$ cat src/rtl/boot_guard_pkg.sv
package boot_guard_pkg;

    // Sequencer phases
    typedef enum logic [2:0] {
        PH_IDLE = 3'd0,
        PH_WAIT = 3'd1,
        PH_OFF  = 3'd2,
        PH_RST  = 3'd3,
        PH_ON   = 3'd4
    } phase_e;

    // Output drive bundle decoded from the phase
    typedef struct packed {
        logic active;
        logic discon;
        logic core_rst;
        logic buck_en;
    } drive_t;

    function automatic drive_t drive_of(phase_e p);
        drive_t d;
        d.active   = (p == PH_WAIT);
        d.discon   = (p == PH_OFF);
        d.core_rst = (p == PH_RST);
        d.buck_en  = !((p == PH_OFF) || (p == PH_RST));
        return d;
    endfunction

    // Tick span of a timed phase; untimed phases report 1
    function automatic int unsigned span_of(phase_e p, int unsigned w_ticks,
                                            int unsigned o_ticks, int unsigned r_ticks);
        case (p)
            PH_WAIT: return w_ticks;
            PH_OFF:  return o_ticks;
            PH_RST:  return r_ticks;
            default: return 1;
        endcase
    endfunction

    function automatic logic is_timed(phase_e p);
        return (p == PH_WAIT) || (p == PH_OFF) || (p == PH_RST);
    endfunction

    function automatic int unsigned max3(int unsigned a, int unsigned b, int unsigned c);
        int unsigned m;
        m = (a > b) ? a : b;
        return (m > c) ? m : c;
    endfunction

endpackage

$ cat src/rtl/boot_guard_presc.sv
module boot_guard_presc #(
    parameter int unsigned DIV = 8
) (
    input  logic clk,
    input  logic clr_i,
    output logic tick_o
);
    localparam int PW = (DIV > 1) ? $clog2(DIV) : 1;
    localparam logic [PW-1:0] LAST = PW'(DIV - 1);

    logic [PW-1:0] cnt_q;

    assign tick_o = (cnt_q == LAST);

    always_ff @(posedge clk) begin
        if (clr_i || tick_o) cnt_q <= '0;
        else                 cnt_q <= cnt_q + 1'b1;
    end

    generate
        if (DIV > 1) begin : g_gap_chk
            // ticks are isolated pulses, so phase lengths are whole multiples of DIV
            assert_tick_gap_R3: assert property (@(posedge clk) disable iff (clr_i)
                tick_o |=> !tick_o);
        end
    endgenerate

endmodule

$ cat src/rtl/boot_guard_ivl.sv
module boot_guard_ivl #(
    parameter int unsigned W = 4
) (
    input  logic         clk,
    input  logic         clr_i,
    input  logic         run_i,
    input  logic         tick_i,
    input  logic [W-1:0] limit_i,
    output logic         done_o
);
    logic [W-1:0] cnt_q;

    assign done_o = run_i && tick_i && (cnt_q == (limit_i - 1'b1));

    always_ff @(posedge clk) begin
        if (clr_i || done_o)      cnt_q <= '0;
        else if (run_i && tick_i) cnt_q <= cnt_q + 1'b1;
    end

    assert_cnt_in_span_R3: assert property (@(posedge clk) disable iff (clr_i)
        run_i |-> (cnt_q < limit_i));

endmodule

$ cat src/rtl/boot_guard_arm.sv
module boot_guard_arm (
    input  logic clk,
    input  logic por_i,
    input  logic rst_i,
    input  logic wr_i,
    input  logic val_i,
    input  logic dis_ok_i,
    output logic armed_o,
    output logic served_o
);
    logic armed_q;
    logic served_q;

    // retained bit: only power-on reset clears it
    always_ff @(posedge clk) begin
        if (por_i)     armed_q <= 1'b0;
        else if (wr_i) armed_q <= val_i;
    end

    // acknowledged-this-boot flag, cleared by every reset
    always_ff @(posedge clk) begin
        if (por_i || rst_i) served_q <= 1'b0;
        else if (dis_ok_i)  served_q <= 1'b1;
    end

    assign armed_o  = armed_q;
    assign served_o = served_q;

    assert_por_clears_R11: assert property (@(posedge clk) disable iff (rst_i)
        por_i |=> !armed_q);

    assert_arm_kept_R10: assert property (@(posedge clk) disable iff (por_i)
        (rst_i && !wr_i && !$isunknown(armed_q)) |=> (armed_q == $past(armed_q)));

endmodule

$ cat src/rtl/boot_guard_fsm.sv
module boot_guard_fsm
    import boot_guard_pkg::*;
#(
    parameter int unsigned LIM_W       = 4,
    parameter int unsigned BOOT_TICKS  = 10,
    parameter int unsigned OFF_TICKS   = 4,
    parameter int unsigned RESET_TICKS = 4
) (
    input  logic             clk,
    input  logic             por_i,
    input  logic             rst_i,
    input  logic             dis_i,
    input  logic             armed_i,
    input  logic             served_i,
    input  logic             done_i,
    output phase_e           phase_o,
    output logic             restart_o,
    output logic             dis_ok_o,
    output logic             run_o,
    output logic [LIM_W-1:0] limit_o
);
    phase_e st_q;
    phase_e nxt;

    always_comb begin
        nxt = st_q;
        unique case (st_q)
            PH_IDLE: if (armed_i && !served_i) nxt = PH_WAIT;
            PH_WAIT: begin
                if (dis_i)       nxt = PH_IDLE;   // acknowledgement beats expiry
                else if (done_i) nxt = PH_OFF;
            end
            PH_OFF:  if (done_i) nxt = PH_RST;
            PH_RST:  if (done_i) nxt = PH_ON;
            PH_ON:   nxt = PH_IDLE;
            default: nxt = PH_IDLE;
        endcase
    end

    always_ff @(posedge clk) begin
        if (por_i || rst_i) st_q <= PH_IDLE;
        else                st_q <= nxt;
    end

    assign phase_o   = st_q;
    assign restart_o = (nxt != st_q);
    assign dis_ok_o  = dis_i && (st_q == PH_WAIT);
    assign run_o     = is_timed(st_q);
    assign limit_o   = LIM_W'(span_of(st_q, BOOT_TICKS, OFF_TICKS, RESET_TICKS));

    assert_dis_wins_R9: assert property (@(posedge clk) disable iff (por_i || rst_i)
        (st_q == PH_WAIT && dis_i) |=> (st_q == PH_IDLE));

    assert_off_then_rst_R6: assert property (@(posedge clk) disable iff (por_i || rst_i)
        (st_q == PH_OFF) |=> (st_q == PH_OFF || st_q == PH_RST));

    assert_on_single_R7: assert property (@(posedge clk) disable iff (por_i || rst_i)
        (st_q == PH_ON) |=> (st_q == PH_IDLE));

    assert_late_dis_R8: assert property (@(posedge clk) disable iff (por_i || rst_i)
        (st_q == PH_RST && !done_i) |=> (st_q == PH_RST));

endmodule

$ cat src/rtl/boot_guard.sv
module boot_guard
    import boot_guard_pkg::*;
#(
    parameter int unsigned TICK_DIV    = 8,
    parameter int unsigned BOOT_TICKS  = 625,
    parameter int unsigned OFF_TICKS   = 7,
    parameter int unsigned RESET_TICKS = 7
) (
    input  logic       clk,
    input  logic       por,
    input  logic       rst,
    input  logic       arm_wr,
    input  logic       arm_val,
    input  logic       host_dis,
    output logic [1:0] stat_o,
    output logic       discon_o,
    output logic       core_rst_o,
    output logic       buck_en_o
);
    localparam int unsigned SPAN_MAX = max3(BOOT_TICKS, OFF_TICKS, RESET_TICKS);
    localparam int unsigned LIM_W    = $clog2(SPAN_MAX + 1);

    phase_e           phase;
    drive_t           drv;
    logic             restart;
    logic             clr_time;
    logic             tick;
    logic             done;
    logic             run;
    logic             dis_ok;
    logic             armed;
    logic             served;
    logic [LIM_W-1:0] limit;

    assign clr_time = por || rst || restart;

    boot_guard_presc #(.DIV(TICK_DIV)) u_presc (
        .clk    (clk),
        .clr_i  (clr_time),
        .tick_o (tick)
    );

    boot_guard_ivl #(.W(LIM_W)) u_ivl (
        .clk     (clk),
        .clr_i   (clr_time),
        .run_i   (run),
        .tick_i  (tick),
        .limit_i (limit),
        .done_o  (done)
    );

    boot_guard_arm u_arm (
        .clk      (clk),
        .por_i    (por),
        .rst_i    (rst),
        .wr_i     (arm_wr),
        .val_i    (arm_val),
        .dis_ok_i (dis_ok),
        .armed_o  (armed),
        .served_o (served)
    );

    boot_guard_fsm #(
        .LIM_W       (LIM_W),
        .BOOT_TICKS  (BOOT_TICKS),
        .OFF_TICKS   (OFF_TICKS),
        .RESET_TICKS (RESET_TICKS)
    ) u_fsm (
        .clk       (clk),
        .por_i     (por),
        .rst_i     (rst),
        .dis_i     (host_dis),
        .armed_i   (armed),
        .served_i  (served),
        .done_i    (done),
        .phase_o   (phase),
        .restart_o (restart),
        .dis_ok_o  (dis_ok),
        .run_o     (run),
        .limit_o   (limit)
    );

    assign drv        = drive_of(phase);
    assign stat_o     = {armed, drv.active};
    assign discon_o   = drv.discon;
    assign core_rst_o = drv.core_rst;
    assign buck_en_o  = drv.buck_en;

    assert_excl_R13: assert property (@(posedge clk) disable iff (por || rst)
        !(discon_o && core_rst_o));

    assert_buck_low_R5: assert property (@(posedge clk) disable iff (por || rst)
        (discon_o || core_rst_o) |-> !buck_en_o);

    assert_rst_idle_R10: assert property (@(posedge clk) disable iff (por)
        rst |=> (!discon_o && !core_rst_o && buck_en_o && !stat_o[0]));

endmodule

$ cat config.mk
export PLATFORM = sky130hd
export DESIGN_NAME = boot_guard
export DESIGN_NICKNAME = d
export VERILOG_FILES = /design/src/rtl/boot_guard_pkg.sv /design/src/rtl/boot_guard_presc.sv /design/src/rtl/boot_guard_ivl.sv /design/src/rtl/boot_guard_arm.sv /design/src/rtl/boot_guard_fsm.sv /design/src/rtl/boot_guard.sv
export SDC_FILE = /design/constraint.sdc
export NUM_CORES = 1
export LEC_CHECK = 0
export ABC_AREA = 0
export CAP_MARGIN = 10
export CORE_MARGIN = 1
export CORE_UTILIZATION = 30
export CTS_CLUSTER_DIAMETER = 50
export DETAILED_ROUTE_END_ITERATION = 8
export GPL_TIMING_DRIVEN = 0
export PLACE_DENSITY_LB_ADDON = 0.08
export SLEW_MARGIN = 20
export SYNTH_ARGS = -nofsm -noshare
export SYNTH_HDL_FRONTEND = slang
export SYNTH_HIERARCHICAL = 1
export SYNTH_SLANG_ARGS = --single-unit
$ cat constraint.sdc
create_clock -name clk -period 4.8 [get_ports clk]
set_input_delay 0.48 -clock clk [delete_from_list [all_inputs] [get_ports clk]]
set_output_delay 0.48 -clock clk [all_outputs]
set_load 0.03 [all_outputs]
Word level (Yosys, flattened, before mapping)
Index checks and enable logic that the tools add are counted.
{ "word_totals": {"reg_bits": 18, "latch_bits": 0, "mem_bits_rw": 0, "romBits": 0, "in_bits": 6, "output_inout_bits": 5, "elab_cells": 36, "mem_count": 0} }
{ "classes": {"n_addsub": 3, "mul": 0, "n_div": 0, "n_lt_le_gt_ge": 0, "n_eq_ne": 6, "shift": 0, "muxes": 7, "bitwise_logic": 0, "reduce_logical": 15} }
{ "ops": {"columns": ["operator", "count"], "rows": [
  ["$pmux 10 s2", 1],
  ["$mux 3", 5],
  ["$pmux 3 s4", 1],
  ["$add 10x1->10 const B", 1],
  ["$eq 10x10->1", 1],
  ["$sub 10x1->10 const B", 1],
  ["$logic_or 1x1->1", 7],
  ["$eq 3x2->1 const B", 2],
  ["$logic_and 1x1->1", 4],
  ["$add 3x1->3 const B", 1],
  ["$eq 3x1->1 const B", 1],
  ["$eq 3x3->1 const B", 1],
  ["$logic_not 3->1", 1],
  ["$ne 3x3->1", 1],
  ["$logic_not 1->1", 2],
  ["$reduce_or 2->1", 1]
]} }

Logic depth before layout (Yosys ltp)
Gate-level depths: netlist (run 1).
{ "depth": {"depth_word": 12, "ltp_mapped": 16, "mapped_depth_nobuf": 14} }

Cells and area by module
Netlist (run 1), hierarchy kept.
{ "modules_own_cells": {"columns": ["module", "n_inst", "cells_per_inst", "area_each_um2", "seq_area_each_um2"], "rows": [
  ["boot_guard_ivl", 1, 105, 867.1, 200.2],
  ["boot_guard_fsm", 1, 35, 260.2, 60.1],
  ["boot_guard_presc", 1, 8, 105.1, 60.1],
  ["boot_guard_arm", 1, 6, 62.6, 40.0],
  ["boot_guard", 1, 6, 43.8, 0.0]
]} }

Worst setup path after synthesis (run 1)
No wires, ideal clock.
{ "synth_path": {"path_kind": "register to register", "from": "register u_fsm.st_q[0], in the netlist u_fsm/phase_o[0]", "to": "register u_ivl.cnt_q[2]", "setup_ns": 0.121, "t_arrival_ns": 3.391, "required_time_ns": 4.679, "setup_slack_ns": 1.288, "path_stages_with_launch": 15, "n_path_buf": 3, "synth_period_minus_slack_ns": 3.512, "cell_sequence": "dfxtp_1 > inv_1 > nor3_1 > buf_4 > xor2_1 > or4_4 > a211oi_2 > buf_6 > and2_1 > a21oi_1 > o21bai_1 > or3_1 > buf_1 > nand2b_1 > a21oi_1"} }
{ "synth_between": {"elab_chain_len": 12, "word_cells_on_any_way": 21, "classes_between": "add/sub (1); eq/ne (5); mux (7); reduce/logical (8)"} }
{ "synth_rtl": {"columns": ["item", "line", "text"], "rows": [
  ["start, declared", "boot_guard_fsm.sv:22", "phase_e st_q;"],
  ["start signal, assigned", "boot_guard_fsm.sv:42", "else st_q <= nxt;"],
  ["$eq 3x2->1", "boot_guard_pkg.sv:32", "case (p)"],
  ["$reduce_or 2->1 (no line)", null, null],
  ["$pmux 10 s2 (*)", "boot_guard_pkg.sv:32", null],
  ["net limit[4]", "boot_guard.sv:33", "logic [LIM_W-1:0] limit;"],
  ["$sub 10x1->10 (*)", "boot_guard_ivl.sv:13", "assign done_o = run_i && tick_i && (cnt_q == (limit_i - 1'b1));"],
  ["$eq 10x10->1 (*)", "boot_guard_ivl.sv:13", null],
  ["$logic_and 1x1->1 (*)", "boot_guard_ivl.sv:13", null],
  ["net done", "boot_guard.sv:28", "logic done;"],
  ["$mux 3", "boot_guard_fsm.sv:31", "else if (done_i) nxt = PH_OFF;"],
  ["$mux 3", "boot_guard_fsm.sv:30", "if (dis_i) nxt = PH_IDLE;"],
  ["$pmux 3 s4 (*)", "boot_guard_fsm.sv:27", "unique case (st_q)"],
  ["$ne 3x3->1 (*)", "boot_guard_fsm.sv:46", "assign restart_o = (nxt != st_q);"],
  ["net restart", "boot_guard.sv:25", "logic restart;"],
  ["$logic_or 1x1->1 (*)", "boot_guard.sv:35", "assign clr_time = por || rst || restart;"],
  ["net clr_time", "boot_guard.sv:26", "logic clr_time;"],
  ["$logic_or 1x1->1 (*)", "boot_guard_ivl.sv:16", "if (clr_i || done_o) cnt_q <= '0;"],
  ["end signal, assigned", "boot_guard_ivl.sv:17", "else if (run_i && tick_i) cnt_q <= cnt_q + 1'b1;"],
  ["end, declared", "boot_guard_ivl.sv:11", "logic [W-1:0] cnt_q;"]
]} }
Mark *: on every way through the listed nets, which the timed path passes. The rest lies on a longest branch.
A chain may end at the register's enable or synchronous reset.

Worst setup path in the final report (run 1)
Same ends and word-level chain as after synthesis.

==> results of run 1 <==
power groups by stage:
stage / clock (mW) / sequential (mW) / combinational, mW
5_1_grt: 0.138 / 0.152 / 0.0524
3_3_place_gp: 0 / 0.156 / 0.0456
6_report: 0.125 / 0.152 / 0.0476
2_1_floorplan: 0 / 0.155 / 0.0346
3_5_place_dp: 0 / 0.156 / 0.0463
4_1_cts: 0.129 / 0.152 / 0.0465
worst reg2reg max path, stage by stage (launching register included):
cell and delay [ps]:
dfxtp_1 460, inv_1 130, nor3_2 600, buf_4 220
clkbuf_1 250, xnor2_1 90, and3_1 190, a41oi_1 150
nand2_1 120, buf_2 210, and2_1 200, a21oi_1 130
o21bai_1 80, or3_1 390, buf_1 270, nand2b_1 210
a21oi_1 100
stage by stage:
stage | hold slack [ps] | instance area, sq um
finish | 420.9 | 1569
detailed placement | 412.9 | 1514
global placement | 407.1 | 1509
CTS | 425.3 | 1569
global route | 444.4 | 1569
floorplan | 397.7 | 1346
area by class of cell:
class / instances / area [sq um]
Sequential cell: 18 / 360.3
Timing Repair Buffer: 10 / 100.1
Fill cell: 446 / 2575
Clock buffer: 4 / 55.05
Inverter: 9 / 33.78
Tap cell: 50 / 62.56
Multi-Input combinational cell: 121 / 862.1
Buffer: 14 / 95.09
worst max path at each step:
stage | start | to | slack [ps] | cells past startpoint
after global placement | u_fsm/phase_o[0] | u_ivl/cnt_q[2] | 550 | 16
after CTS | u_fsm/phase_o[0] | u_ivl/cnt_q[2] | 900 | 16
final | u_fsm/phase_o[0] | u_ivl/cnt_q[2] | 930 | 16
after floorplan | u_fsm/phase_o[0] | u_ivl/cnt_q[2] | 1290 | 14
after detailed placement | u_fsm/phase_o[0] | u_ivl/cnt_q[2] | 940 | 16
after global routing | u_fsm/phase_o[0] | u_ivl/cnt_q[1] | 440 | 15
state kept, by name (all words and copies together), names as in the netlist:
register,count
u_ivl/cnt_q,10
u_presc/cnt_q,3
u_arm/armed_o,1
u_fsm/phase_o,3
u_arm/served_o,1
cell usage after synthesis (all sizes together) (2+ instances only):
library cell  count  area (sq um)
mux2i             2         20.02
conb              2         7.510
nand3             3         15.01
dfxtp            18         360.4
nand2b            3         18.77
a211oi           10         80.07
ha                4         50.05
nor3b             5         37.54
o211ai            2         15.01
a21oi             5         25.02
nor4              2         12.51
nor3             10         61.31
buf              12         87.57
or3               2         12.51
inv               9         33.78
xnor2            16         140.1
clkbuf            2         7.510
o31ai             2         15.01
and3              5         31.28
xor2              5         43.79
and2              3         18.77
nor2             12         45.04
nand2             8         30.03
nor4b             2         32.53
logic make-up after synthesis:
kind of cell               synth area share
and+or+nand+nor                      0.2729
AOI/OAI and AO/OA                    0.1663
buffers and inverters               0.09625
xor gates and xnor gates             0.1374
DFF                                  0.2692
adders and majority gates           0.03738
other                              0.005610
muxes                               0.01495
layer usage:
metal,up-vias,track usage,wire length [um],part of all wire
met2,17,0.2083,1203,0.43
met5,-,0,0,0
met1,530,0.1897,1493,0.53
met4,0,0.06888,53,0.019
li1,587,-,-,-
met3,5,0.01974,62,0.022
==> impl_metrics.csv, run 1 <==
group,metric,value,unit
outcome,status,"complete, no violations",
die,dieWidth,68.80,um
worst_setup_path,path_max_fanout,10,
worst_hold_path,worstHoldPathCells,1,
detailed_routing,post_drt_wl_per_cell,12.45,um
worst_setup_path,required,4990,ps
synthesis,syn_avg_cell_area,8.367,sq um
place,placed_cells,222,
clocking,cts.htree.levels,1,
power_and_ir_drop,internal_power,0.2469,mW
synthesis,synthCells,160,
clocking,numCtsBuffers,3,
sta,post-route-period-util,0.8071,
finish,mostFrequentLayoutCells,"dfxtp_1, xnor2_1, nor2_1",
worst_setup_path,crit_top_cell,"a21oi_1",
clocking,tritoncts,"done",
detailed_routing,num_vias,1139,
worst_setup_path,crit_chain,"inv_1, nor3_2, buf_4, clkbuf_1, xnor2_1, and3_1, a41oi_1, nand2_1, buf_2, and2_1, a21oi_1, o21bai_1, or3_1, buf_1, nand2b_1, a21oi_1",
global_route,gr-total-overflow,0,
die,die_area,0.004733,sq mm
global_route,grt_pass1_wl,4781,um
sta,worst_slack,926.0,ps
clocking,path_clk_slew,70,ps
place,detailed_place_hpwl,2202,um
power_and_ir_drop,combPwrFrac,0.147,
detailed_routing,wirelength,2813,um
worst_setup_path,worstPathArrival,4070,ps
synthesis,synthArstFlopShare,0,
sta,grt_setup_unrepaired,"no",
clocking,clockBufferDepth,2,
synthesis,ys.flop_type,"dfxtp_1",
worst_setup_path,path_class,"reg2reg",
place,gp_congestion,0.7168,
finish,fin_util,0.3786,
power_and_ir_drop,p_leak,0.5673,nW
worst_hold_path,hp-start,"u_presc/cnt_q[0]",
global_route,grt_max_degree,12,
power_and_ir_drop,vdd_ir_drop_max,0.08713,mV
place,port_buffers,10,
sta,finClkSkew,1.135,ps
synthesis,synth-seq-cells,18,
finish,area_delta_synth_final,17.20,%
worst_setup_path,cpPeakStageDelay,600,ps
worst_setup_path,r2r-end,"u_ivl/cnt_q[2]",
clocking,cts_resized,0,
finish,final_common_cell,"dfxtp_1",
worst_hold_path,hold_path_end,"u_presc/cnt_q[0]",
power_and_ir_drop,powerDensity,206.9,mW/mm^2
detailed_routing,drt_iter0_markers,66,
synthesis,synth_edf_count,0,
power_and_ir_drop,finalPower,0.3247,mW
worst_setup_path,slowest_stage,"nor3_2",
worst_hold_path,hold_path.class,"reg2reg",
sta,final_max_slew_viol_count,0,
finish,drive_gt1_frac,0.1420,
power_and_ir_drop,sw_frac_of_total,0.2396,
worst_setup_path,rrSetupSlack,930,ps
global_route,grt_antenna_before_repair,0,
synthesis,synth_warnings,6,
worst_setup_path,reg2reg_depth,16,
sta,timing.setup.tns,0,ps
die,die_y,68.80,um
detailed_routing,ant_nets,0,
synthesis,ys_types,47,
finish,instances_no_fill,226,
synthesis,synth_seq_area_share,0.2692,
sta,setup_viol,0,
sta,period_needed,3874,ps
clocking,root_buffer,"clkbuf_8",
worst_setup_path,crit_path_end_kind,"flop",
die,rows,23,
power_and_ir_drop,pwr-share-clk,0.385,
worst_setup_path,crit_buf_inv,5,
global_route,grt_pass1_vias,1018,
finish,final_nets,187,
clocking,cts_setup_buffers,0,
synthesis,synth_area,0.001339,sq mm
detailed_routing,dr.pass1.iters,4,
clocking,cts_num_sinks,18,
die,ios,11,
worst_setup_path,reg2reg_from,"u_fsm/phase_o[0]",
finish,antenna-diode-count,0,
global_route,grt_usage,0.1379,
sta,hold_viol,0,
worst_setup_path,cp-start-kind,"flop",
detailed_routing,drcViolationCount,0,
power_and_ir_drop,pwr-share-seq,0.469,
clocking,ctsHoldBuffers,0,
power_and_ir_drop,switchingPower,0.07780,mW
die,core_area,0.004144,sq mm
sta,tightest_slew,713.6,ps
place,place_ws,944.7,ps
flow_run,cap_violations,0,
sta,max_freq,258.1,MHz
worst_setup_path,path_delay_family,"simple AND/OR/NAND/NOR gates",
detailed_routing,routed_via_density,5.040,
die,initial_core_util,0.3231,
clocking,clkLatencyLatePin,260,ps
sta,max_slew_margin,0.5217,
No activity file was read; power rests on OpenSTA's default activity.
==> run 2: changes to the inputs <==
==> constraint.sdc (replaced) <==
create_clock -name clk -period 3.2 [get_ports clk]
set_input_delay 0.32 -clock clk [delete_from_list [all_inputs] [get_ports clk]]
set_output_delay 0.32 -clock clk [all_outputs]
set_load 0.03 [all_outputs]
==> run 2 against run 1 <==
Against the previous run: cell count unchanged; die area is the same; maximum frequency up 29%; non-clock buffer count did not move; count of clock-buffer cells in the layout unchanged; combinational power grew 57%; sequential cell count is the same; first-iteration DRC count fell by 39%; total power grew 51%; critical endpoint unchanged.
==> impl_metrics.csv, run 2 (synthesis results as in run 1) <==
group,metric,value,unit
outcome,status,"complete, no violations",
sta,setup_viol,0,
place,detailed_place_hpwl,2150,um
sta,period_needed,3009,ps
detailed_routing,post_drt_wl_per_cell,12.62,um
clocking,path_clk_slew,70,ps
worst_hold_path,hold_path.class,"reg2reg",
detailed_routing,wirelength,2851,um
global_route,grt_usage,0.1355,
clocking,cts_num_sinks,18,
flow_run,cap_violations,0,
clocking,root_buffer,"clkbuf_8",
detailed_routing,routed_via_density,4.996,
worst_setup_path,cp-start-kind,"flop",
detailed_routing,drt_iter0_markers,40,
sta,hold_viol,0,
finish,drive_gt1_frac,0.1875,
global_route,gr-total-overflow,0,
finish,largest_reg_flops,10,
die,die_y,68.80,um
clocking,cts.htree.levels,1,
sta,worst_hold_slack,436.0,ps
clocking,numCtsBuffers,3,
detailed_routing,dr.pass1.iters,4,
place,place_ws,-468.0,ps
global_route,grt_max_degree,12,
detailed_routing,num_vias,1129,
worst_setup_path,path_class,"reg2reg",
finish,antenna-diode-count,0,
clocking,clkLatencyLatePin,250,ps
die,initial_core_util,0.3231,
finish,fin_area,0.001610,sq mm
finish,mostFrequentLayoutCells,"dfxtp_1, xnor2_1, nor2_1",
die,ios,11,
clocking,clockBufferDepth,2,
finish,instances_no_fill,226,
sta,post-route-period-util,0.9402,
die,dieWidth,68.80,um
global_route,grt_pass1_vias,1047,
finish,area_delta_synth_final,20.28,%
sta,final_max_slew_viol_count,0,
place,dpl_cell_area,0.001520,sq mm
worst_setup_path,path_max_fanout,11,
finish,largest-register,"u_ivl/cnt_q",
sta,finClkSkew,1.327,ps
worst_setup_path,crit_path_end_kind,"flop",
clocking,tritoncts,"done",
power_and_ir_drop,finalPower,0.4902,mW
power_and_ir_drop,p_leak,0.5802,nW
global_route,grt_pass1_wl,4671,um
place,gp_congestion,0.7348,
sta,worst_slack,191.3,ps
place,port_buffers,10,
place,placed_cells,222,
die,rows,23,
power_and_ir_drop,powerDensity,304.4,mW/mm^2
finish,final_nets,187,
sta,max_freq,332.4,MHz
detailed_routing,drcViolationCount,0,
power_and_ir_drop,vdd_ir_drop_max,0.1196,mV
die,core_area,0.004144,sq mm
global_route,grt_antenna_before_repair,0,
worst_setup_path,required,3340,ps
sta,grt_setup_unrepaired,"no",
detailed_routing,ant_nets,0,
worst_setup_path,worstPathArrival,3150,ps
die,die_area,0.004733,sq mm
## run 2: path summary, 6_finish.rpt
| check | end | from | depth (start not counted) | slack (ps) |
|---|---|---|---|---|
| worst max-delay path | u_ivl/cnt_q[2] | u_fsm/phase_o[2] | 13 | 190 |
| worst min-delay path | u_presc/cnt_q[0] | u_presc/cnt_q[0] | 1 | 440 |
| worst max register to register | u_ivl/cnt_q[2] | u_fsm/phase_o[2] | 13 | 190 |
| worst min register to register | u_presc/cnt_q[0] | u_presc/cnt_q[0] | 1 | 440 |
## run 2: where the power goes
group / internal (mW) / switching [mW]
clock: 0.109 / 0.0785
sequential: 0.226 / 0.00208
combinational: 0.0366 / 0.0378
## run 2: repair_timing
| action | in CTS | in global routing |
|---|---|---|
| gates resized for setup | 3 | 7 |
| setup endpoints to repair | 13 | 10 |
| hold buffers | 0 | 0 |
| buffers inserted | 1 | 0 |
| pin swaps | 1 | 1 |
## run 2: metrics by stage
| stage | TNS, ps | utilization |
|---|---|---|
| after global placement | -4114 | 0.3668 |
| after CTS | 0 | 0.3819 |
| after floorplan | 0 | - |
| after global routing | 0 | 0.3886 |
| final | 0 | 0.3886 |
| after detailed placement | -4356 | 0.3668 |
## run 2: area by class of cell
type,instances,area (sq um)
flip-flops and latches,18,365.4
inverters,9,33.78
clock buffers,4,55.05
repair buffers,11,107.6
plain buffers,13,95.09
well taps,50,62.56
multi-input cells,121,890.9
fillers,461,2534
## run 2: critical path, stage by stage (launching register included)
cell and delay (ps):
dfxtp_1 570, nor3_4 110, buf_4 150, xor2_1 160, or4_4 540, a211oi_4 280, buf_6 180, and2_4 170
a21oi_1 40, o21bai_1 160, or3_4 170, clkbuf_4 200, nand2b_1 130, a21oi_1 40
## run 2: per-layer routing
metal | share of wire | up-vias | GRT usage
li1 | - | 592 | -
met1 | 0.52 | 528 | 0.1869
met3 | 0.020 | 2 | 0.02961
met4 | 0.0067 | 0 | 0.04592
met2 | 0.45 | 7 | 0.2071
met5 | 0 | - | 0
